## src/rtl/remap_pkg.sv

```systemverilog
package remap_pkg;
  localparam int WORD_W     = 32;
  localparam int PAGE_SHIFT = 12;
  localparam int FRAME_W    = WORD_W - 1 - PAGE_SHIFT;
  localparam int REG_AW     = 4;

  localparam logic [REG_AW-1:0] OFS_CTRL = 4'h0;
  localparam logic [REG_AW-1:0] OFS_SEL  = 4'h4;
  localparam logic [REG_AW-1:0] OFS_DATA = 4'h8;

  typedef struct packed {
    logic               valid;
    logic [FRAME_W-1:0] frame;
  } pte_t;
endpackage

```

## src/rtl/remap_table.sv

```systemverilog
module remap_table
  import remap_pkg::*;
#(
  parameter int SLOTS = 64,
  parameter int IDX_W = 6
) (
  input  logic             clk,
  input  logic             rst,
  input  logic             wr_en,
  input  logic [IDX_W-1:0] wr_idx,
  input  pte_t             wr_pte,
  input  logic [IDX_W-1:0] a_idx,
  output pte_t             a_pte,
  input  logic [IDX_W-1:0] b_idx,
  output pte_t             b_pte
);
  // frame storage without reset so it maps onto a dual-port block RAM
  logic [FRAME_W-1:0] frame_mem [SLOTS];
  logic [FRAME_W-1:0] a_frame_q, b_frame_q;
  logic [SLOTS-1:0]   valid_vec;
  logic               a_valid_q, b_valid_q;

  always_ff @(posedge clk) begin
    if (wr_en) frame_mem[wr_idx] <= wr_pte.frame;
    a_frame_q <= frame_mem[a_idx];
    b_frame_q <= frame_mem[b_idx];
  end

  // valid flags live in flops so reset can clear every slot at once
  for (genvar s = 0; s < SLOTS; s++) begin : g_valid
    always_ff @(posedge clk) begin
      if (rst)                                 valid_vec[s] <= 1'b0;
      else if (wr_en && wr_idx == IDX_W'(s))   valid_vec[s] <= wr_pte.valid;
    end
  end

  always_ff @(posedge clk) begin
    if (rst) begin
      a_valid_q <= 1'b0;
      b_valid_q <= 1'b0;
    end else begin
      a_valid_q <= valid_vec[a_idx];
      b_valid_q <= valid_vec[b_idx];
    end
  end

  assign a_pte = '{valid: a_valid_q, frame: a_frame_q};
  assign b_pte = '{valid: b_valid_q, frame: b_frame_q};
endmodule

```

## src/rtl/remap_regs.sv

```systemverilog
module remap_regs
  import remap_pkg::*;
#(
  parameter logic [WORD_W-1:0] WIN_BASE = 32'h5800_0000,
  parameter logic [WORD_W-1:0] SPAN     = 32'h0004_0000,
  parameter int                IDX_W    = 6
) (
  input  logic              clk,
  input  logic              rst,
  input  logic              reg_wr,
  input  logic              reg_rd,
  input  logic [REG_AW-1:0] reg_addr,
  input  logic [WORD_W-1:0] reg_wdata,
  output logic [WORD_W-1:0] reg_rdata,
  output logic              reg_rvalid,
  output logic              xlate_en,
  output logic              tw_en,
  output logic [IDX_W-1:0]  tw_idx,
  output pte_t              tw_pte,
  output logic [IDX_W-1:0]  tr_idx,
  input  pte_t              tr_pte
);
  logic              en_q;
  logic [WORD_W-1:0] sel_q;
  logic [WORD_W-1:0] sel_off;
  logic              sel_in;
  logic [IDX_W-1:0]  sel_idx;
  logic [WORD_W-1:0] hold_q;
  logic              from_tab_q;
  logic              sel_in_q;

  // one wrapped subtraction covers both window bounds
  assign sel_off = sel_q - WIN_BASE;
  assign sel_in  = sel_off < SPAN;
  assign sel_idx = sel_in ? sel_off[PAGE_SHIFT +: IDX_W] : '0;

  always_ff @(posedge clk) begin
    if (rst) begin
      en_q  <= 1'b0;
      sel_q <= '0;
    end else if (reg_wr) begin
      if (reg_addr == OFS_CTRL) en_q  <= reg_wdata[0];
      if (reg_addr == OFS_SEL)  sel_q <= reg_wdata;
    end
  end

  assign xlate_en = en_q;
  assign tw_en    = reg_wr && (reg_addr == OFS_DATA) && sel_in;
  assign tw_idx   = sel_idx;
  assign tw_pte   = pte_t'(reg_wdata[WORD_W-1:PAGE_SHIFT]);
  assign tr_idx   = sel_idx;

  always_ff @(posedge clk) begin
    if (rst) begin
      reg_rvalid <= 1'b0;
      hold_q     <= '0;
      from_tab_q <= 1'b0;
      sel_in_q   <= 1'b0;
    end else begin
      reg_rvalid <= reg_rd;
      if (reg_rd) begin
        from_tab_q <= (reg_addr == OFS_DATA);
        sel_in_q   <= sel_in;
        unique case (reg_addr)
          OFS_CTRL: hold_q <= {{(WORD_W-1){1'b0}}, en_q};
          OFS_SEL:  hold_q <= sel_q;
          default:  hold_q <= '0;
        endcase
      end
    end
  end

  always_comb begin
    if (!from_tab_q)                       reg_rdata = hold_q;
    else if (sel_in_q && tr_pte.valid)     reg_rdata = {1'b1, tr_pte.frame, {PAGE_SHIFT{1'b0}}};
    else                                   reg_rdata = '0;
  end

  AST_CTRL_WRITE: assert property (@(posedge clk) disable iff (rst)
    reg_wr && reg_addr == OFS_CTRL |=> xlate_en == $past(reg_wdata[0]));
  AST_READ_LATENCY: assert property (@(posedge clk) disable iff (rst)
    reg_rd |=> reg_rvalid);
  AST_NO_STRAY_RVALID: assert property (@(posedge clk) disable iff (rst)
    !reg_rd |=> !reg_rvalid);
endmodule

```

## src/rtl/remap_lookup.sv

```systemverilog
module remap_lookup
  import remap_pkg::*;
#(
  parameter logic [WORD_W-1:0] WIN_BASE = 32'h5800_0000,
  parameter logic [WORD_W-1:0] SPAN     = 32'h0004_0000,
  parameter int                IDX_W    = 6
) (
  input  logic              clk,
  input  logic              rst,
  input  logic              xlate_en,
  input  logic              cl_req,
  input  logic [WORD_W-1:0] cl_addr,
  output logic [IDX_W-1:0]  tb_idx,
  input  pte_t              tb_pte,
  output logic              cl_vld,
  output logic              cl_fault,
  output logic [WORD_W-1:0] cl_pa
);
  logic [WORD_W-1:0]     off;
  logic                  in_win;
  logic                  req_q, hit_q;
  logic [PAGE_SHIFT-1:0] pofs_q;
  logic                  ok;

  assign off    = cl_addr - WIN_BASE;
  assign in_win = off < SPAN;
  assign tb_idx = in_win ? off[PAGE_SHIFT +: IDX_W] : '0;

  // stage 1: runs alongside the table read
  always_ff @(posedge clk) begin
    if (rst) begin
      req_q <= 1'b0;
      hit_q <= 1'b0;
    end else begin
      req_q <= cl_req;
      hit_q <= in_win && xlate_en;
    end
    pofs_q <= off[PAGE_SHIFT-1:0];
  end

  assign ok = req_q && hit_q && tb_pte.valid;

  // stage 2: registered result
  always_ff @(posedge clk) begin
    if (rst) begin
      cl_vld   <= 1'b0;
      cl_fault <= 1'b0;
      cl_pa    <= '0;
    end else begin
      cl_vld   <= ok;
      cl_fault <= req_q && !ok;
      cl_pa    <= ok ? {1'b0, tb_pte.frame, pofs_q} : '0;
    end
  end

  AST_DISABLED_FAULT: assert property (@(posedge clk) disable iff (rst)
    cl_req && !xlate_en |=> ##1 cl_fault);
  AST_OUTSIDE_FAULT: assert property (@(posedge clk) disable iff (rst)
    cl_req && !in_win |=> ##1 cl_fault);
  AST_OFFSET_KEPT: assert property (@(posedge clk) disable iff (rst)
    cl_vld |-> cl_pa[PAGE_SHIFT-1:0] == $past(cl_addr[PAGE_SHIFT-1:0], 2));
  AST_ONE_RESULT: assert property (@(posedge clk) disable iff (rst)
    !(cl_vld && cl_fault));
  AST_NO_SPURIOUS: assert property (@(posedge clk) disable iff (rst)
    (cl_vld || cl_fault) |-> $past(cl_req, 2));
endmodule

```

## src/rtl/aperture_remap.sv

```systemverilog
module aperture_remap
  import remap_pkg::*;
#(
  parameter logic [31:0] WIN_BASE = 32'h5800_0000,
  parameter logic [31:0] WIN_END  = 32'h5804_0000
) (
  input  logic        clk,
  input  logic        rst,
  input  logic        reg_wr,
  input  logic        reg_rd,
  input  logic [3:0]  reg_addr,
  input  logic [31:0] reg_wdata,
  output logic [31:0] reg_rdata,
  output logic        reg_rvalid,
  input  logic        cl_req,
  input  logic [31:0] cl_addr,
  output logic        cl_vld,
  output logic [31:0] cl_pa,
  output logic        cl_fault
);
  localparam logic [WORD_W-1:0] SPAN  = WIN_END - WIN_BASE;
  localparam int                SLOTS = int'(SPAN >> PAGE_SHIFT);
  localparam int                IDX_W = (SLOTS > 1) ? $clog2(SLOTS) : 1;

  logic             xlate_en;
  logic             tw_en;
  logic [IDX_W-1:0] tw_idx, tr_idx, tb_idx;
  pte_t             tw_pte, tr_pte, tb_pte;

  remap_regs #(.WIN_BASE(WIN_BASE), .SPAN(SPAN), .IDX_W(IDX_W)) u_regs (
    .clk(clk), .rst(rst),
    .reg_wr(reg_wr), .reg_rd(reg_rd), .reg_addr(reg_addr), .reg_wdata(reg_wdata),
    .reg_rdata(reg_rdata), .reg_rvalid(reg_rvalid),
    .xlate_en(xlate_en),
    .tw_en(tw_en), .tw_idx(tw_idx), .tw_pte(tw_pte),
    .tr_idx(tr_idx), .tr_pte(tr_pte)
  );

  remap_table #(.SLOTS(SLOTS), .IDX_W(IDX_W)) u_table (
    .clk(clk), .rst(rst),
    .wr_en(tw_en), .wr_idx(tw_idx), .wr_pte(tw_pte),
    .a_idx(tr_idx), .a_pte(tr_pte),
    .b_idx(tb_idx), .b_pte(tb_pte)
  );

  remap_lookup #(.WIN_BASE(WIN_BASE), .SPAN(SPAN), .IDX_W(IDX_W)) u_lookup (
    .clk(clk), .rst(rst),
    .xlate_en(xlate_en),
    .cl_req(cl_req), .cl_addr(cl_addr),
    .tb_idx(tb_idx), .tb_pte(tb_pte),
    .cl_vld(cl_vld), .cl_fault(cl_fault), .cl_pa(cl_pa)
  );
endmodule

```

## config.mk

```make
export PLATFORM = sky130hd
export DESIGN_NAME = aperture_remap
export DESIGN_NICKNAME = d
export VERILOG_FILES = /design/src/rtl/remap_pkg.sv /design/src/rtl/remap_table.sv /design/src/rtl/remap_regs.sv /design/src/rtl/remap_lookup.sv /design/src/rtl/aperture_remap.sv
export SDC_FILE = /design/constraint.sdc
export NUM_CORES = 2
export LEC_CHECK = 0
export BUFFER_PORTS_ARGS = -buffer_cell sky130_fd_sc_hd__buf_2
export CELL_PAD_IN_SITES_DETAIL_PLACEMENT = 1
export CELL_PAD_IN_SITES_GLOBAL_PLACEMENT = 2
export CORE_UTILIZATION = 45
export DETAILED_ROUTE_END_ITERATION = 8
export PLACE_DENSITY_LB_ADDON = 0.1
export SLEW_MARGIN = 0
export SYNTH_ARGS = -nofsm -noshare
export SYNTH_HDL_FRONTEND = slang
export SYNTH_SLANG_ARGS = --single-unit
```

## constraint.sdc

```tcl
create_clock -name clk -period 6.4 [get_ports clk]
set_input_delay 1.28 -clock clk [delete_from_list [all_inputs] [get_ports clk]]
set_output_delay 1.28 -clock clk [all_outputs]
set_load 0.01 [all_outputs]
```

==> metrics.yaml <==
status: "complete, no violations"
fin_skew_ns: 0.0347
synth-edff-count: 1216
worst_pin_slew_ns: 1.35
worstSetupPathType: "flop to flop"
clock_sinks: 1435
yosys-top-cells-area: "edfxtp_1, dfxtp_1, mux2i_1"
startpoint_type: "flop"
crit_arrival_ns: 5.92
syn_to_final_growth_pct: 15.1
syn_avg_cell_area_um2: 12.7
post_cts_buffers: 0
drtIter0Drc: 7902
core_area_um2: 140000
placed_cell_area_um2: 67800
die_w_um: 378
wl_per_cell_um: 40.6
cap_violations: 0
reg2reg_depth: 12
worstHoldPathType: "flop to flop"
timing.rr.start: "u_regs.sel_q[28]$_SDFFE_PP0P_"
cts_resized: 0
min_period_over_period: 0.833
routed_wl_mm: 291
r2r-end: "u_table.a_frame_q[3]$_DFF_P_"
crit_chain: "ha_1 > nand2_1 > a31oi_2 > nor3_4 > buf_4 > nand2_1 > or2_4 > buf_4 > a21oi_1 > or4_1 > a21oi_1 > o221ai_1"
fin_nets: 5216
antenna_found_initial: 28
syn_nets: 5100
ir_drop_v: 0.000223
die_h_um: 378
synth_top_flop_cell: "edfxtp_1"
final_cell_area_um2: 73200
cp_slowest_cell: "a21oi_1"
max_freq_ghz: 0.188
hold_viol: 0
period_needed_ns: 5.33
finalSetupTns_ns: 0
drt-pass1-iter-count: 6
ant_nets: 0
crit_fanout: 28
grt_max_degree: 91
async_flop_share: 0
critPathCaptureType: "flop"
clockBufferDepth: 3
synth-seq-cells: 1435
drc: 0
synth_most_common_cell: "edfxtp_1"
tritoncts: "done"
clkLatencyLatePin_ns: 0.81
gp_congestion: 0.902
num_io_pins: 140
slew_viol_final: 0
p_leak_nw: 24.6
r2r_slack_ns: 1.07
track_usage: 0.400
placementRows: 137
cp-startpoint: "u_regs.sel_q[28]$_SDFFE_PP0P_"
yosysSeqAreaShare: 0.643
cts_made_buffers: 160
grt_pass1_vias: 51600
num_vias: 51900
grt_overflow: 0
cts_max_level: 4
yosysUniqueCellTypes: 83
clk_pin_slew_ns: 0.06
netlist.area_leader.share: 0.574
yosysWarnings: 0
port_buffers: 138
drive_above_1_share: 0.162
root_buffer: "clkbuf_16"
grt_pass1_wl_mm: 400
synth_cells: 5025
syn-cell-area_um2: 63600
die-area_um2: 143000
yosysTopAreaCell: "edfxtp_1"
dp_hpwl_mm: 170
required_ns: 7.00
setup_violations: 0
ys_top_cells_by_count: "edfxtp_1, a21oi_1, nand2_1"
start_util: 0.455
hold_buffers: 0
relSlewSlack: 0.0985
vias_per_cell: 7.26
cpPeakStageDelay_ns: 0.88
crit_path_end: "u_table.a_frame_q[3]$_DFF_P_"
min_path_cells: 1
powerDensity_nw_per_um2: 276
rsz0062_at_grt: "no"
==> metrics by stage <==
step | hold WS, ns | setup WS [ns] | std cells | utilization | power, W
5_1_grt | 0.454 | 1.01 | 7153 | 0.523 | 0.0206
3_5_place_dp | 0.414 | 0.689 | 6854 | 0.485 | 0.0108
6_report | 0.425 | 1.07 | 7154 | 0.523 | 0.0202
4_1_cts | 0.428 | 0.978 | 7148 | 0.523 | 0.0202
2_1_floorplan | 0.405 | 1.68 | 5025 | - | 0.0105
3_3_place_gp | 0.408 | 0.711 | 6854 | 0.485 | 0.0108
==> flip-flops by register name, summed over array words and instances, names as in the netlist <==
name and cells:
u_table.frame_mem 1216, u_table.valid_vec 64, u_regs.hold_q 32, u_regs.sel_q 32
u_lookup.cl_pa 31, u_table.a_frame_q 19, u_table.b_frame_q 19, u_lookup.pofs_q 12
u_lookup.cl_fault 1, u_lookup.cl_vld 1, u_lookup.hit_q 1, u_lookup.req_q 1
u_regs.from_tab_q 1, u_regs.reg_rvalid 1, u_regs.sel_in_q 1, u_regs.xlate_en 1
u_table.a_valid_q 1, u_table.b_valid_q 1
==> per-layer routing <==
layer | part of all wire | GRT usage
met1 | 0.38 | 0.529
met2 | 0.44 | 0.603
met3 | 0.12 | 0.0964
met4 | 0.063 | 0.223
met5 | 0.00038 | 0
==> report_power, final <==
part           internal, W  switching, W
logic            0.0000866      0.000366
clock network      0.00569       0.00391
registers           0.0101    0.00000402
total               0.0159       0.00428
==> cell type report <==
class                   instances  area, µm²
diodes                          5       12.5
multi-input cells            3118      21300
flip-flops and latches       1435      40900
repair buffers                403       3180
clock buffers                 212       4360
clock inverters                82       1010
inverters                      23       86.3
fillers                     13900      66700
well taps                    1876       2350
==> cells by family after synthesis <==
logic type | synth area share
AO/OA/AOI/OAI | 0.198
adder cells (fa/ha/maj) | 0.000393
buffers and inverters | 0.0310
flip-flops | 0.643
multiplexers | 0.0561
other | 0.0000589
AND/OR/NAND/NOR | 0.0722
==> placed cells by master (no fill, tap or decap), types with 147 or more instances in the layout <==
cell type	Yosys	routed
edfxtp_1	1216	1216
a21oi_1	529	527
nand2_1	403	401
a22oi_1	344	344
mux2i_1	299	299
buf_4	3	228
dfxtp_1	219	219
a221oi_1	172	172
clkbuf_16	0	165
a22o_1	151	151
o21ai_0	150	147
==> worst min-delay path by stage <==
stage                                          to                         from  slack [ns]
floorplan            u_lookup.cl_fault$_SDFF_PP0_    u_lookup.hit_q$_SDFF_PP0_        0.41
CTS                  u_lookup.cl_pa[5]$_SDFF_PP0_   u_lookup.pofs_q[5]$_DFF_P_        0.43
finish              u_lookup.cl_pa[11]$_SDFF_PP0_  u_lookup.pofs_q[11]$_DFF_P_        0.43
global placement    u_lookup.cl_pa[11]$_SDFF_PP0_  u_lookup.pofs_q[11]$_DFF_P_        0.41
global route         u_lookup.cl_pa[7]$_SDFF_PP0_   u_lookup.pofs_q[7]$_DFF_P_        0.45
detailed placement   u_lookup.cl_pa[5]$_SDFF_PP0_   u_lookup.pofs_q[5]$_DFF_P_        0.41
==> worst max-delay path: cells and delay by family (launching register included) <==
kind,cells,cell delay [ns]
buf+inv,2,0.65
simple gates,5,1.67
fa+ha+maj,1,0.33
flops,1,0.44
compound gates,4,1.99
Note: power is estimated with default switching activity, not from simulation.
